[config.mk]
export PLATFORM = sky130hd
export DESIGN_NAME = sac_stack_alu
export DESIGN_NICKNAME = d
export VERILOG_FILES = /design/src/rtl/sac_pkg.sv /design/src/rtl/sac_alu_core.sv /design/src/rtl/sac_spill_ram.sv /design/src/rtl/sac_stack_alu.sv
export SDC_FILE = /design/constraint.sdc
export NUM_CORES = 1
export LEC_CHECK = 0
export ABC_AREA = 1
export BUFFER_PORTS_ARGS = -buffer_cell sky130_fd_sc_hd__buf_2
export CAP_MARGIN = 30
export CORE_ASPECT_RATIO = 1.2
export CORE_MARGIN = 2
export CORE_UTILIZATION = 53
export DETAILED_ROUTE_END_ITERATION = 10
export HOLD_SLACK_MARGIN = 0.1
export PLACE_DENSITY = 0.73
export SYNTH_ARGS = -nofsm -noshare
export SYNTH_HDL_FRONTEND = slang
export SYNTH_SLANG_ARGS = --single-unit
[constraint.sdc]
create_clock -name clk -period 6.25 [get_ports clk]
set_clock_uncertainty 0.15 [all_clocks]
set_input_delay 0.9375 -clock clk [delete_from_list [all_inputs] [get_ports clk]]
set_output_delay 0.9375 -clock clk [all_outputs]
set_load 0.05 [all_outputs]
[src/rtl/sac_pkg.sv]
package sac_pkg;

  typedef enum logic [3:0] {
    OP_ADD = 4'd0,
    OP_ADC = 4'd1,
    OP_SUB = 4'd2,
    OP_SBB = 4'd3,
    OP_AND = 4'd4,
    OP_OR  = 4'd5,
    OP_XOR = 4'd6,
    OP_SHL = 4'd7,
    OP_SHR = 4'd8,
    OP_ROL = 4'd9,
    OP_ROR = 4'd10,
    OP_NOT = 4'd11
  } sac_op_e;

  typedef enum logic [1:0] {
    CMD_OP   = 2'd0,
    CMD_PUSH = 2'd1,
    CMD_POP  = 2'd2
  } sac_cmd_e;

  // operands an opcode consumes; 0 marks a reserved code
  function automatic logic [1:0] op_arity(sac_op_e op);
    if (op <= OP_XOR)      return 2'd2;
    else if (op <= OP_NOT) return 2'd1;
    else                   return 2'd0;
  endfunction

endpackage

[src/rtl/sac_alu_core.sv]
module sac_alu_core
  import sac_pkg::*;
#(
  parameter int W = 4
) (
  input  sac_op_e      op,
  input  logic [W-1:0] a,     // TOS1
  input  logic [W-1:0] b,     // TOS
  input  logic         cin,
  output logic [W-1:0] res,
  output logic         cout
);

  logic [W:0] ext;

  always_comb begin
    ext  = '0;
    res  = b;
    cout = cin;
    case (op)
      OP_ADD: begin ext = {1'b0, a} + {1'b0, b};                   res = ext[W-1:0]; cout = ext[W]; end
      OP_ADC: begin ext = {1'b0, a} + {1'b0, b} + (W+1)'(cin);     res = ext[W-1:0]; cout = ext[W]; end
      OP_SUB: begin ext = {1'b0, a} - {1'b0, b};                   res = ext[W-1:0]; cout = ext[W]; end
      OP_SBB: begin ext = {1'b0, a} - {1'b0, b} - (W+1)'(cin);     res = ext[W-1:0]; cout = ext[W]; end
      OP_AND: res = a & b;
      OP_OR:  res = a | b;
      OP_XOR: res = a ^ b;
      OP_SHL: begin res = {b[W-2:0], 1'b0}; cout = b[W-1]; end
      OP_SHR: begin res = {1'b0, b[W-1:1]}; cout = b[0];   end
      OP_ROL: begin res = {b[W-2:0], cin};  cout = b[W-1]; end
      OP_ROR: begin res = {cin, b[W-1:1]};  cout = b[0];   end
      OP_NOT: res = ~b;
      default: begin res = b; cout = cin; end
    endcase
  end

endmodule

[src/rtl/sac_spill_ram.sv]
module sac_spill_ram #(
  parameter int W  = 4,
  parameter int N  = 14,
  parameter int AW = 4
) (
  input  logic          clk,
  input  logic          we,
  input  logic [AW-1:0] waddr,
  input  logic [W-1:0]  wdata,
  input  logic [AW-1:0] raddr,
  output logic [W-1:0]  rdata
);

  logic [W-1:0] mem [N];

  // one write port, one registered read port: maps onto block RAM
  always_ff @(posedge clk) begin
    if (we) mem[waddr] <= wdata;
    rdata <= mem[raddr];
  end

endmodule

[src/rtl/sac_stack_alu.sv]
module sac_stack_alu
  import sac_pkg::*;
#(
  parameter  int W     = 4,
  parameter  int DEPTH = 16,
  localparam int CW    = $clog2(DEPTH + 1)
) (
  input  logic          clk,
  input  logic          rst,
  input  logic          op_valid,
  input  logic [3:0]    op_code,
  input  logic          push_valid,
  input  logic [W-1:0]  push_data,
  input  logic          pop_valid,
  output logic          ready,
  output logic [W-1:0]  tos,
  output logic [CW-1:0] depth,
  output logic          carry,
  output logic          branch,
  output logic          underflow
);

  localparam int NSPILL = DEPTH - 2;
  localparam int AW     = (NSPILL > 1) ? $clog2(NSPILL) : 1;

  logic          busy_q;
  sac_cmd_e      kind_q;
  sac_op_e       op_q;
  logic [W-1:0]  data_q;
  logic [W-1:0]  tos_q, nos_q;
  logic [CW-1:0] cnt_q;
  logic          c_q, z_q, uf_q;

  logic [W-1:0]  spill_rd;
  logic [AW-1:0] spill_raddr, spill_waddr;
  logic          spill_we;
  logic [W-1:0]  alu_res;
  logic          alu_c;
  logic [1:0]    need;

  assign need = op_arity(op_q);

  // read of the third entry starts on the accepting edge
  assign spill_raddr = (cnt_q >= CW'(3)) ? AW'(cnt_q - CW'(3)) : '0;
  assign spill_waddr = AW'(cnt_q - CW'(2));
  assign spill_we    = busy_q && (kind_q == CMD_PUSH) &&
                       (cnt_q < CW'(DEPTH)) && (cnt_q >= CW'(2));

  sac_spill_ram #(.W(W), .N(NSPILL), .AW(AW)) spill_i (
    .clk   (clk),
    .we    (spill_we),
    .waddr (spill_waddr),
    .wdata (nos_q),
    .raddr (spill_raddr),
    .rdata (spill_rd)
  );

  sac_alu_core #(.W(W)) alu_i (
    .op   (op_q),
    .a    (nos_q),
    .b    (tos_q),
    .cin  (c_q),
    .res  (alu_res),
    .cout (alu_c)
  );

  always_ff @(posedge clk) begin
    if (rst) begin
      busy_q <= 1'b0;
      kind_q <= CMD_OP;
      op_q   <= OP_ADD;
      data_q <= '0;
      tos_q  <= '0;
      nos_q  <= '0;
      cnt_q  <= '0;
      c_q    <= 1'b0;
      z_q    <= 1'b0;
      uf_q   <= 1'b0;
    end else begin
      uf_q <= 1'b0;
      if (!busy_q) begin
        if (op_valid || push_valid || pop_valid) begin
          busy_q <= 1'b1;
          data_q <= push_data;
          op_q   <= sac_op_e'(op_code);
          if (op_valid)        kind_q <= CMD_OP;
          else if (push_valid) kind_q <= CMD_PUSH;
          else                 kind_q <= CMD_POP;
        end
      end else begin
        busy_q <= 1'b0;
        case (kind_q)
          CMD_PUSH: begin
            if (cnt_q < CW'(DEPTH)) begin
              tos_q <= data_q;
              nos_q <= tos_q;
              cnt_q <= cnt_q + CW'(1);
            end
          end
          CMD_POP: begin
            if (cnt_q != '0) begin
              tos_q <= nos_q;
              nos_q <= spill_rd;
              cnt_q <= cnt_q - CW'(1);
            end
          end
          default: begin
            if (need != 2'd0) begin
              if (cnt_q < CW'(need)) begin
                uf_q <= 1'b1;
              end else begin
                tos_q <= alu_res;
                c_q   <= alu_c;
                z_q   <= (alu_res == '0);
                if (need == 2'd2) begin
                  nos_q <= spill_rd;
                  cnt_q <= cnt_q - CW'(1);
                end
              end
            end
          end
        endcase
      end
    end
  end

  assign ready     = !busy_q;
  assign tos       = tos_q;
  assign depth     = cnt_q;
  assign carry     = c_q;
  assign branch    = z_q;
  assign underflow = uf_q;

endmodule

Word-level counts from Yosys, hierarchy flattened
Memory sizes are Yosys's and may differ from the RTL's. A register that Yosys moved wholly into a read port is not among the register bits. Index checks and enable logic that the tools add are counted.

Memories: 1. Output and inout port bits: 13. Memory bits (read-only): 0. Input port bits: 13. Bits in latches: 0. Register bits after elaboration: 27. RAM bits: 56.

Memories: spill_i.mem (depth 14, width 4, rd ports 1, clocked after memory_dff 1, wr ports 1, RTL line sac_spill_ram.sv:14) `logic [W-1:0] mem [N];`.

Eq/ne operators: 17. Add/subtract/negate cells: 8. Magnitude comparators: 6. Reduce and logical (&&, ||, !) cells: 23. Div/mod/pow operators: 0. Bitwise gates (word level): 8. Shift-type cells: 0. Multipliers: 0. Multiplexer cells: 28.

Operators with widths (number): $pmux W4 S12 (1); $mux W4 (10); $mux W5 (5); $eq A4 B3 Y1 const B (4); $eq A4 B4 Y1 const B (4); $pmux W4 S2 (2); $ge A5 B2 Y1 const B (2); $pmux W5 S2 (1); $reduce_and A5 Y1 (2); $eq A4 B2 Y1 const B (2); $logic_not A4 Y1 (2); $reduce_or A2 Y1 (4); $sub A4 B2 Y4 const B (2); $mux W2 (3); $pmux W1 S6 (1); $reduce_and A6 Y1 (1); $reduce_bool A3 Y1 (2); $reduce_bool A6 Y1 (1); $add A4 B4 Y5 (1); $add A5 B1 Y5 (1); $add A5 B1 Y5 const B (1); $lt A5 B2 Y1 (1); $lt A5 B5 Y1 const B (1); $mux W1 (5); other kinds (24) (31).

Logic depth before layout (Yosys ltp)
Word-level depth: 8. Depth in mapped cells: 15. Mapped depth without buffers: 15.

Cells and area by module
Synthesis repeated with hierarchy kept, for this count alone.

Cell total of the unflattened synthesis: 683. Area total of the unflattened synthesis: 5267.6 um^2.

By module, submodules not included: sac_spill_ram (seq. area each 1761.7 um^2, area each 2504.9 um^2, instances 1, cells an instance 240); sac_stack_alu (seq. area each 540.5 um^2, area each 1685.4 um^2, instances 1, cells an instance 242); sac_alu_core (seq. area each 0.0 um^2, area each 1077.3 um^2, instances 1, cells an instance 201).

Least setup slack after synthesis
No wires, ideal clock.

Path type: register -> register. Start: register tos_q[0], in the netlist tos[0]. End: register z_q, in the netlist branch. Cell stages (with the launch flop): 13. Required time: 6.030 ns. Path slack: 3.647 ns. Arrival time: 2.383 ns. Library setup time: 0.070 ns. Cell sequence: dfxtp_1 -> ha_1 -> fa_1 -> ha_1 -> nand2_1 -> nand2_1 -> nor2_1 -> nand3_1 -> nor2_1 -> nand2_1 -> nor2_1 -> nand2_1 -> a21oi_1.

Longest elaborated chain between the ends: 4. Elaborated cells between the ends (all ways): 10. Those cells by class: 4 x add/sub; 1 x mux; 4 x bitwise; 1 x reduce/logical.

RTL lines: start: declaration (RTL line sac_stack_alu.sv:30) `logic [W-1:0] tos_q, nos_q;`; start signal: assignment (RTL line sac_stack_alu.sv:95) `tos_q <= data_q;`; start signal: assignment (RTL line sac_stack_alu.sv:102) `tos_q <= nos_q;`; start signal: assignment (RTL line sac_stack_alu.sv:112) `tos_q <= alu_res;`; $sub A4 B4 Y5 or $add A4 B4 Y5 (tied branches); $sub A5 B1 Y5 or $add A5 B1 Y5 (tied branches) (RTL line sac_alu_core.sv:24, sac_alu_core.sv:22); $pmux W4 S12 (*) (RTL line sac_alu_core.sv:20) `case (op)`; $logic_not A4 Y1 (*) (RTL line sac_stack_alu.sv:114) `z_q <= (alu_res == '0);`; end signal: assignment (RTL line sac_stack_alu.sv:114); end: declaration (RTL line sac_stack_alu.sv:32) `logic c_q, z_q, uf_q;`.

Mark *: on every way between the ends. The rest lies on a longest branch, timed or not. A chain may end at the register's enable or synchronous reset.

Worst setup path after layout
Start: register nos_q[0]. End: register z_q, in the netlist branch.

Longest elaborated chain between the ends: 4. Elaborated cells between the ends (all ways): 9. Those cells by class: 4 x add/sub; 1 x mux; 3 x bitwise; 1 x reduce/logical.

RTL lines: start: declaration (RTL line sac_stack_alu.sv:30); start signal: assignment (RTL line sac_stack_alu.sv:96) `nos_q <= tos_q;`; start signal: assignment (RTL line sac_stack_alu.sv:103) `nos_q <= spill_rd;`; start signal: assignment (RTL line sac_stack_alu.sv:116) `nos_q <= spill_rd;`; $sub A4 B4 Y5 or $add A4 B4 Y5 (tied branches); $sub A5 B1 Y5 or $add A5 B1 Y5 (tied branches) (RTL line sac_alu_core.sv:24, sac_alu_core.sv:22); $pmux W4 S12 (*) (RTL line sac_alu_core.sv:20); $logic_not A4 Y1 (*) (RTL line sac_stack_alu.sv:114).

Marks and branches as above.

==> reports/results.ini <==
[power]
seqPwrFrac=0.410
p_leak_nw=2.23
switchingPower_mw=0.744
p_int_mw=1.03
peakVddDrop_mv=0.172
swShare=0.419
p_comb_frac=0.371
power.density_nw_per_um2=331
finalPower_mw=1.78
p_clk_frac=0.219

[cts]
clock_sinks=87
cts_made_buffers=9
tritoncts=built
cts.htree.levels=3
cts_buffer_depth=2
post_cts_buffers=0
cts_hold_buf=0
root_buffer=clkbuf_8
worstSkewPairLatency_ns=0.38
cts_resized=0
clk_pin_slew_ns=0.10

[worst_hold_path]
hold_class=flip-flop to flip-flop
min_path_cells=2

[critical_path]
startpoint_type=flip-flop
path_max_fanout=17
reg2reg_depth=14
required_ns=6.42
worstSetupPathType=flip-flop to flip-flop
crit_arrival_ns=3.14
endpoint_kind=flip-flop

[global_routing]
grt_use_total=0.257
antenna_found_initial=0
grt_pass1_vias=3964
grt_pass1_wl_um=19700
grt_overflow=0
grt_max_degree=21

[route]
wire_per_inst_um=16.5
vias=4164
drc=0
detail-route-antenna-nets=0
wirelength_um=12200
first_pass_iters=5
vias_per_cell=5.66
drt_iter0_markers=302

[cells_and_area]
area_delta_synth_final_pct=8.48
layout.cells.non_filler=736
diodes=0
final_core_util=0.591
fin_nets=656
post_route_cells_drive_above_1_share=0.110
nFillCells=813

[logic_synthesis]
syn_inst=588
synthFlopType=edfxtp_1
async_flop_share=0
synth_edf_count=56
ys_top_cells_by_area=edfxtp_1 (34%), dfxtp_1 (13%), nand2_1 (10%)
synth.most_common_cell=nand2_1
ys_warn_count=0
synthDistinctLibCells=42
synth_top_area_share=0.340
ys_seq_area_frac=0.466
synthTopCellsByCount=nand2_1 (136), nor2_1 (60), inv_1 (59)
syn_avg_cell_area_um2=8.41
synth_top_area_cell=edfxtp_1
syn-num-nets=633
synth_seq_cells=87
synth_area_um2=4940

[timing]
drv_slew=0
fin_crit_sh=0.476
fmax_mhz=336
hold-worst-slack_ns=0.334
rsz0062_at_grt=false
period_minus_slack_ns=2.98
hold_viol=0
finalSetupTns_ns=0
tightestPinTransition_ns=0.792
setup_viol=0
slew_headroom=0.472

[die]
dieArea_um2=10100
core_um2=9080
ios=26
start_util=0.545
die_width_um=92.2
rows=38
chipHeight_um=110

[placement]
hpwl_um=9030
gpl.final_weighted_congestion=0.952
io_buffers=25
place_inst=720

[flow_run]
maxCapViolations=0

[status]
status=finished clean

cell usage in the layout (no fill, tap or decap), types with 4 or more instances in the layout:
cell and instances:
nand3_1 35, o22ai_1 10, dfxtp_1 31, ha_1 29
inv_1 59, nand2_1 136, a21oi_1 35, o21ai_0 41
or2_2 9, nand4_1 7, o21bai_1 5, o211ai_1 12
o21ai_1 4, nor3_1 8, edfxtp_1 56, buf_2 25
xor2_1 4, nor2_1 60, clkbuf_8 9
worst max-delay path, stage by stage, from the launching register on:
cell     delay (ns)
dfxtp_1        0.71
inv_1          0.21
ha_1           0.27
fa_1           0.50
ha_1           0.31
inv_1          0.04
nand2_1        0.05
nand2_1        0.05
nor2_1         0.08
nand3_1        0.08
nor2_1         0.13
nand2_1        0.06
nor2_1         0.09
nand2_1        0.06
a21oi_1        0.11
registers in the layout, summed over array words and instances, names as in the netlist, 2 cells and up:
signal and count:
tos 4, data_q 4, spill_i.rdata 4, depth 5, op_q 4, spill_i.mem 56
nos_q 4, kind_q 2
metrics by stage:
step / cell area (um2) / setup WS, ns
after detailed placement: 5170 / 3.36
final: 5360 / 3.27
after floorplan: 4940 / 3.65
after global routing: 5360 / 3.04
after global placement: 5140 / 2.94
after CTS: 5360 / 3.31
worst paths after layout:
kind	start	end	slack, ns
hold / removal	data_q[0]$_SDFFE_PP0P_	data_q[0]$_SDFFE_PP0P_	0.33
setup / recovery	nos_q[0]$_SDFFE_PP0P_	branch$_SDFFE_PP0P_	3.27
setup reg to reg	nos_q[0]$_SDFFE_PP0P_	branch$_SDFFE_PP0P_	3.27
hold reg to reg	data_q[0]$_SDFFE_PP0P_	data_q[0]$_SDFFE_PP0P_	0.33
kinds of logic (layout without fill, tap and decap cells):
group | after synthesis | count (layout) | share of synthesized area
and+or+nand+nor | 267 | 267 | 0.237
AOI/OAI and AO/OA | 118 | 118 | 0.137
buffers and inverters | 78 | 106 | 0.0638
adders and majority gates | 32 | 32 | 0.0855
xor gates and xnor gates | 6 | 6 | 0.0106
DFF | 87 | 87 | 0.466
power by group through the flow:
stage	logic, mW	registers, mW	clock network, mW
2_1_floorplan	0.461	0.755	0
3_3_place_gp	0.629	0.738	0
3_5_place_dp	0.652	0.741	0
4_1_cts	0.655	0.728	0.395
5_1_grt	0.736	0.735	0.417
6_report	0.659	0.728	0.390
per-layer routing:
layer,track usage,up-vias,share of wire
met1,0.303,1947,0.39
met4,0.0949,0,0.026
li1,-,2045,-
met2,0.476,147,0.53
met5,0,-,0
met3,0.0370,25,0.059
area by class of cell:
class                           instances  area (um2)  area share
Sequential cell                        87        2300       0.429
Timing Repair Buffer                   27         151      0.0282
Inverter                               63         236      0.0441
Clock inverter                          7        72.6      0.0135
Multi-Input combinational cell        423        2330       0.434
Tap cell                              120         150      0.0280
Clock buffer                            9         124      0.0231
No activity file was read; power rests on OpenSTA's default activity.
